$ cat src/rtl/bcd_pkg.sv
package bcd_pkg;
    localparam int DIGIT_W = 4;
    typedef logic [DIGIT_W-1:0] digit_t;
    localparam digit_t DIGIT_MAX = 4'd9;
    localparam digit_t DIGIT_ADJ = 4'd6;
endpackage

$ cat src/rtl/bcd_nines_comp.sv
// Digit-wise nines' complement of a packed-decimal word, or pass-through.
module bcd_nines_comp #(
    parameter int DIGITS = 2
) (
    input  logic                                en_i,
    input  logic [DIGITS*bcd_pkg::DIGIT_W-1:0]  val_i,
    output logic [DIGITS*bcd_pkg::DIGIT_W-1:0]  val_o
);
    localparam int DW = bcd_pkg::DIGIT_W;

    for (genvar g = 0; g < DIGITS; g++) begin : g_dig
        assign val_o[g*DW +: DW] = en_i ? (bcd_pkg::DIGIT_MAX - val_i[g*DW +: DW])
                                        : val_i[g*DW +: DW];
    end
endmodule

$ cat src/rtl/bcd_digit_fix.sv
// Decimal correction of one raw nibble of a binary sum.
module bcd_digit_fix
    import bcd_pkg::*;
(
    input  digit_t raw_i,        // nibble of the raw binary sum
    input  logic   bin_carry_i,  // binary carry out of this nibble in the raw sum
    input  logic   adj_carry_i,  // carry produced by correcting the digit below
    output digit_t dig_o,
    output logic   adj_carry_o
);
    logic [DIGIT_W:0] t_val;
    logic [DIGIT_W:0] u_val;
    logic             need_fix;

    always_comb begin
        t_val       = {1'b0, raw_i} + {{DIGIT_W{1'b0}}, adj_carry_i};
        need_fix    = bin_carry_i || (t_val > {1'b0, DIGIT_MAX});
        u_val       = t_val + (need_fix ? {1'b0, DIGIT_ADJ} : '0);
        dig_o       = u_val[DIGIT_W-1:0];
        adj_carry_o = u_val[DIGIT_W];
    end
endmodule

$ cat src/rtl/bcd_addsub_unit.sv
// Packed-decimal add/subtract with a single add-then-correct path.
module bcd_addsub_unit #(
    parameter int DIGITS = 2
) (
    input  logic                               clk,
    input  logic                               rst_n,
    input  logic                               op_valid,
    input  logic                               op_sub,
    input  logic                               carry_in,
    input  logic [DIGITS*bcd_pkg::DIGIT_W-1:0] opnd_a,
    input  logic [DIGITS*bcd_pkg::DIGIT_W-1:0] opnd_b,
    output logic [DIGITS*bcd_pkg::DIGIT_W-1:0] sum_bcd,
    output logic                               half_carry,
    output logic                               dec_carry
);
    localparam int DW = bcd_pkg::DIGIT_W;
    localparam int W  = DIGITS * DW;

    logic [W-1:0]      b_eff;
    logic [W:0]        raw_sum;
    logic [DIGITS-1:0] bin_cy;
    logic [DIGITS:0]   adj_cy;
    logic [W-1:0]      fixed_sum;
    logic              carry_nxt;

    bcd_nines_comp #(.DIGITS(DIGITS)) u_comp (
        .en_i  (op_sub),
        .val_i (opnd_b),
        .val_o (b_eff)
    );

    assign raw_sum = {1'b0, opnd_a} + {1'b0, b_eff} + {{W{1'b0}}, carry_in};

    for (genvar g = 0; g < DIGITS; g++) begin : g_carry
        if (g < DIGITS - 1) begin : g_mid
            assign bin_cy[g] = raw_sum[DW*(g+1)] ^ opnd_a[DW*(g+1)] ^ b_eff[DW*(g+1)];
        end else begin : g_top
            assign bin_cy[g] = raw_sum[W];
        end
    end

    assign adj_cy[0] = 1'b0;

    for (genvar g = 0; g < DIGITS; g++) begin : g_fix
        bcd_digit_fix u_fix (
            .raw_i       (raw_sum[g*DW +: DW]),
            .bin_carry_i (bin_cy[g]),
            .adj_carry_i (adj_cy[g]),
            .dig_o       (fixed_sum[g*DW +: DW]),
            .adj_carry_o (adj_cy[g+1])
        );
    end

    assign carry_nxt = adj_cy[DIGITS] | bin_cy[DIGITS-1];

    always_ff @(posedge clk or negedge rst_n) begin
        if (!rst_n) begin
            sum_bcd    <= '0;
            half_carry <= 1'b0;
            dec_carry  <= 1'b0;
        end else if (op_valid) begin
            sum_bcd    <= fixed_sum;
            half_carry <= bin_cy[0];
            dec_carry  <= carry_nxt;
        end
    end
endmodule

$ cat config.mk
export PLATFORM = sky130hd
export DESIGN_NAME = bcd_addsub_unit
export DESIGN_NICKNAME = d
export VERILOG_FILES = /design/src/rtl/bcd_pkg.sv /design/src/rtl/bcd_nines_comp.sv /design/src/rtl/bcd_digit_fix.sv /design/src/rtl/bcd_addsub_unit.sv
export SDC_FILE = /design/constraint.sdc
export NUM_CORES = 1
export LEC_CHECK = 0
export BUFFER_PORTS_ARGS = -buffer_cell sky130_fd_sc_hd__buf_2
export CAP_MARGIN = 15
export CORE_ASPECT_RATIO = 0.8
export CORE_UTILIZATION = 30
export DETAILED_ROUTE_END_ITERATION = 10
export SYNTH_ARGS = -nofsm -noshare
export SYNTH_HDL_FRONTEND = slang
export SYNTH_SLANG_ARGS = --single-unit
$ cat constraint.sdc
create_clock -name clk -period 0.8 [get_ports clk]
set_input_delay 0.04 -clock clk [delete_from_list [all_inputs] [get_ports clk]]
set_output_delay 0.04 -clock clk [all_outputs]
set_load 0.01 [all_outputs]
Word-level counts from Yosys, hierarchy flattened
Index checks and enable logic that the tools add are counted.
- add/subtract/negate cells: 7
- magnitude comparators: 2
- multiplexer cells: 4
- bitwise gates (word level): 3
- reductions and logical operators: 2
- operator list (cell ; count):
    $add A8 B8 Y9 ; 1
    $add A9 B1 Y9 ; 1
    $mux W4 ; 2
    $sub A4 B4 Y4 const A ; 2
    $mux W3 ; 2
    $add A4 B1 Y5 ; 1
    $add A4 B5 Y5 ; 1
    $add A5 B5 Y5 ; 1
    $gt A5 B4 Y1 const B ; 1
    $gt A4 B4 Y1 const B ; 1
    $logic_or A1 B1 Y1 ; 2
    $xor A1 B1 Y1 ; 2
    $or A1 B1 Y1 ; 1
- register bits: 10
- bits of input ports: 21
- output and inout bits: 10
- word-level logic and storage cells: 21

Depth between registers and ports, before layout
- depth in word-level cells: 15
- gate-level depth with buffers: 24
- mapped depth without buffers: 24

By module
A second synthesis with hierarchy kept.
- cells, all modules: 125
- area total of the unflattened synthesis: 1242.4 um^2
- modules (own cells, without submodules) (module ; times used ; cells each ; area each (um^2) ; seq. area each (um^2)):
    bcd_addsub_unit ; 1 ; 64 ; 720.7 ; 250.2
    bcd_digit_fix ; 2 ; 21 ; 185.2 ; 0.0
    bcd_nines_comp ; 1 ; 19 ; 151.4 ; 0.0

Worst setup path after synthesis
OpenSTA, ideal clock, no wires.
- path kind: in2reg
- from: in op_sub
- to: reg sum_bcd[7] (netlist bit)
- library setup time: 125 ps
- arrival time: 4634 ps
- data required time: 675 ps
- slack: -3959 ps
- stages on the path: 22
- buffers on the path: 1
- cells stage by stage: clkbuf_1 xor2_1 fa_1 fa_1 a21o_2 a211oi_1 a21oi_1 xnor2_1 o21ai_0 ha_1 a21oi_1 nor2_1 ha_1 ha_1 nand2b_1 a31oi_1 o21ai_1 ha_1 fa_1 xor2_1 xnor2_1 mux2_2
- longest elaborated chain between the ends: 13
- elaborated cells between the ends (all ways): 15
- those cells by class: 5 x add/sub; 2 x order compare; 4 x mux; 2 x bitwise; 2 x reduce/logical
- ends and longest elaborated chain (what ; line ; source):
    start: declaration ; bcd_addsub_unit.sv:8 ; input logic op_sub,
    branches (longest 12 deep; another with $add A8 B8 Y9) ; -- ;
    $add A5 B5 Y5 * ; bcd_digit_fix.sv:18 ; u_val = t_val + (need_fix ? {1'b0, DIGIT_ADJ} : '0);
    end signal: assignment ; bcd_addsub_unit.sv:62 ; sum_bcd <= fixed_sum;
    end: declaration ; bcd_addsub_unit.sv:12 ; output logic [DIGITS*bcd_pkg::DIGIT_W-1:0] sum_bcd,
Every way passes the cells marked *.
A chain may end at the register's enable or synchronous reset.

Final worst setup path
- from: in opnd_b[0] (netlist bit)
- to: reg sum_bcd[7] (netlist bit)
- longest elaborated chain between the ends: 14
- elaborated cells between the ends (all ways): 15
- those cells by class: 6 x add/sub; 2 x order compare; 3 x mux; 2 x bitwise; 2 x reduce/logical
- ends and longest elaborated chain (what ; line ; source):
    start: declaration ; bcd_addsub_unit.sv:11 ; input logic [DIGITS*bcd_pkg::DIGIT_W-1:0] opnd_b,
    $sub A4 B4 Y4 ; bcd_nines_comp.sv:12 ; assign val_o[g*DW +: DW] = en_i ? (bcd_pkg::DIGIT_MAX - val_i[g*DW +: DW])
    $mux W4 * ; bcd_nines_comp.sv:12 ;
    $add A8 B8 Y9 * ; bcd_addsub_unit.sv:32 ; assign raw_sum = {1'b0, opnd_a} + {1'b0, b_eff} + {{W{1'b0}}, carry_in};
    $add A9 B1 Y9 * ; bcd_addsub_unit.sv:32 ;
    branches (longest 9 deep; another with $add A4 B5 Y5) ; -- ;
    $add A5 B5 Y5 * ; bcd_digit_fix.sv:18 ;
Marked as above.

==> flow_results.org <==
** Finish
- Syn-to-layout area delta :: 73.7%
- The filler cells instantiated in the layout total 299.
- The number of antenna diodes in the final layout is 0.
- Post-layout instance area :: 1920 sq um
- Leading cell types in the layout, fill and taps excluded :: 44 x buf_4, 28 x buf_2, 11 x ha_1, 10 x dfrtp_1
- Layout cells sized above 1 :: 0.597
- Net count, final :: 232
- Leaving out fill and tap cells, the most frequent cell in the layout is buf_4.

** Power
- Cell internal power dissipation :: 3.19 mW
- Of the total power, the share spent switching nets is 0.361.
- Summed over all nets, the switching power comes to 1.80 mW.
- Areal power density over the cells :: 2600 nW/um^2
- Clock share of power :: 0.123
- Reg power frac :: 0.172
- Maximum vdd ir drop :: 1150 uV
- Fraction of power consumed by combinational cells :: 0.705
- Leakage dissipation :: 0.920 nW

** Synth
- Post-synthesis adder-cell area fraction :: 0.243
- The synthesized netlist occupies a cell area of 1100 sq um.
- Yosys synthesis warning count :: 0
- Area fraction in compound gates after synthesis :: 0.236
- Total nets after synthesis :: 152
- Synth top area share :: 0.227
- In the post-synthesis netlist, the biggest area contributors are dfrtp_1 23%, ha_1 17%, fa_1 7.3%.
- Mux cell area share after synthesis :: 0.0805
- A synthesized cell averages 9.85 sq um.
- Cell count after synthesis :: 112
- Of the total synthesized cell area, the portion taken by XOR and XNOR cells is 0.103.
- dfrtp_1 takes more of the synthesized area than any other cell.
- Of the synthesized area, sequential elements account for 0.227.
- Number of flip-flops and latches in the synthesized netlist :: 10
- Post-synth cell types :: 34
- Simple-Gate Fraction of Synth Area :: 0.0873
- After synthesis, the largest family of logic cells by area is adder cells.

** Floorplanning
- Die Footprint :: 3930 sq um
- The initial utilization of the core area, before any placement, comes to 0.318.
- Io pins :: 31
- Die Ht :: 56.2 um
- # rows :: 19
- Chip width :: 69.8 um
- Standard cell core area :: 3470 sq um

** Placement
- Buffers on Ports :: 30
- Cell area after placement :: 1710 sq um
- Routability-driven placement finished with a final weighted congestion of 0.763.
- HPWL after detailed placement :: 2.26 mm
- Timing analysis after detailed placement gives a worst setup slack of -3710 ps.

** Detailed routing
- Length of the first detailed-routing pass in iterations :: 4
- Routed Antenna Nets :: 0
- Routed length per instance :: 11.8 um
- Using the TritonRoute via totals, the vias-per-cell ratio works out to 4.86.
- Total vias in the final route :: 1133
- For this run, design rule violations remaining after detail routing come to 0.
- Final WL :: 2.75 mm
- For this block, the initial DRC count from the detailed router was 47.

** Setup path
- Along the worst path, the maximum fanout reaches 3.
- Critical path data arrival time :: 4170 ps
- STA classifies the critical path startpoint as a primary input.
- The worst setup path is of the primary input to flop kind.
- STA classifies the critical path endpoint as a flop.
- Worst path required time :: 920 ps

** Timing
- For the pin with the worst max-slew slack, the measured transition is 439 ps.
- Number of hold violations in the final report :: 0
- Across all setup checks in the final design, the least slack found is -3250 ps.
- The clock arrives with 0 ps of skew.
- Setup repair after global routing could not meet its margin everywhere.
- The number of pins with negative max-slew slack in the final report is 0.
- In this run the tightest slew margin relative to its limit is 0.706.
- Setup violations remaining at the end of the flow were counted as 10.
- Highest Clock Rate :: 247 MHz
- Post-route fraction of the period consumed by the critical path :: 5.06
- After layout, the minimum clock period comes to 4050 ps.

** Clock network
- Root Driver :: clkbuf_8
- After clock tree synthesis, the clock-pin slew on the worst setup and hold paths is 50 ps.
- CTS built an H-tree with a depth of 1.
- TritonCTS built the clock tree.
- Clock buffer count from CTS :: 3
- Clock latency on the worst-skew pair, taken at its later pin, is 230 ps.
- Max clock buf depth :: 2
- Num Clock Sinks :: 10

** Job
- The tool flagged a number of max-cap violations equal to 0.

** GRT
- Number of antenna violations at the first check in global routing :: 0
- Vias in the first global route :: 1095
- Largest net degree at the start of global routing :: 11
- Overflow left after global routing :: 0
- Global-route wire length before repair :: 4.73 mm
- Total GRT Usage :: 0.149

** Status
- Result of the run :: complete, but fails checks
- Failing checks :: setup timing

** Hold path
- In this run the worst hold path is classified as primary input to asynchronous set/reset pin.
## state kept, by name, summed over array words and instances (netlist names)
register,count
sum_bcd,8
dec_carry,1
half_carry,1
## stage by stage
| step | utilization | hold WS (ps) | instances | power [mW] | TNS (ps) |
|---|---|---|---|---|---|
| 2_1_floorplan | - | -256 | 112 | 2.73 | -22900 |
| 3_3_place_gp | 0.493 | -97.1 | 222 | 3.78 | -23480 |
| 3_5_place_dp | 0.493 | -90.8 | 222 | 3.87 | -24260 |
| 4_1_cts | 0.534 | 198 | 229 | 4.76 | -20100 |
| 5_1_grt | 0.552 | 215 | 233 | 5.41 | -21300 |
| 6_report | 0.552 | 189 | 233 | 4.99 | -20070 |
## synth_stat cells, drive strengths merged
| master | instances |
|---|---|
| mux2i | 1 |
| o2bb2ai | 1 |
| ha | 15 |
| o211ai | 2 |
| clkbuf | 2 |
| fa | 4 |
| o2111ai | 1 |
| a21o | 3 |
| o32ai | 1 |
| nand3b | 1 |
| nand3 | 1 |
| o21a | 2 |
| a21oi | 7 |
| a211oi | 4 |
| a2111oi | 1 |
| nand2 | 7 |
| o211a | 1 |
| o311a | 1 |
| inv | 5 |
| mux2 | 7 |
| xnor2 | 5 |
| nand2b | 3 |
| nor3 | 1 |
| nor2 | 7 |
| o21ai | 6 |
| a22oi | 1 |
| xor2 | 8 |
| a211o | 2 |
| dfrtp | 10 |
| a31oi | 2 |
## power by group through the flow
stage / clock network [mW] / registers [mW] / logic [mW]
final: 0.613 / 0.860 / 3.52
after CTS: 0.629 / 0.870 / 3.27
after global placement: 0 / 0.857 / 2.92
after floorplan: 0 / 0.973 / 1.76
after detailed placement: 0 / 0.868 / 3.00
after global routing: 0.657 / 0.890 / 3.86
## layer usage
layer	global-route usage	vias up	wire (um)
li1	-	573	-
met1	0.188	527	1230
met2	0.269	28	1390
met3	0.0272	5	96
met4	0.0257	0	31
met5	0	-	0
## final timing paths
path,start,end,slack (ps),cells past startpoint
min reg2reg,sum_bcd[6],sum_bcd[6],500,1
max in group asynchronous,rst_n,sum_bcd[6],420,2
max,opnd_b[0],sum_bcd[7],-3250,20
max reg2reg,sum_bcd[5],sum_bcd[5],30,1
min,rst_n,sum_bcd[3],190,2
min in group clk,op_valid,dec_carry,220,3
## logic make-up (layout without fill, tap and decap cells)
logic type / count (synthesis) / in the layout
AOI/OAI and AO/OA: 35 / 35
and+or+nand+nor: 20 / 20
adders and majority gates: 19 / 19
xor gates and xnor gates: 13 / 13
DFF: 10 / 10
muxes: 8 / 8
buffers and inverters: 7 / 86
## worst max-delay path, stage by stage
cell and delay (ps):
buf_6 100, xor2_2 160, fa_2 350, fa_2 360
a211o_1 300, a21oi_2 190, xnor2_2 140, o21ai_2 100
ha_1 310, a21oi_2 120, nor2_1 50, ha_2 190
ha_4 260, o32ai_4 300, o21ai_4 90, ha_4 190
fa_2 350, xor2_1 170, xnor2_1 130, mux2_4 250
## layout make-up
type                    instances  area (sq um)  area share
well taps                      42          52.6      0.0274
clock buffers                   4          55.1      0.0287
multi-input cells              95          1010       0.529
repair buffers                 77           526       0.274
flip-flops and latches         10           250       0.131
inverters                       5          18.8     0.00979
## what timing repair did
item	CTS	global route
resized for setup	12	6
pin swaps	9	6
buffers inserted	3	4
hold buffers	1	0
endpoints found under the setup margin	11	19
endpoints found under the hold margin	10	0
(Power assumes the default switching activity.)
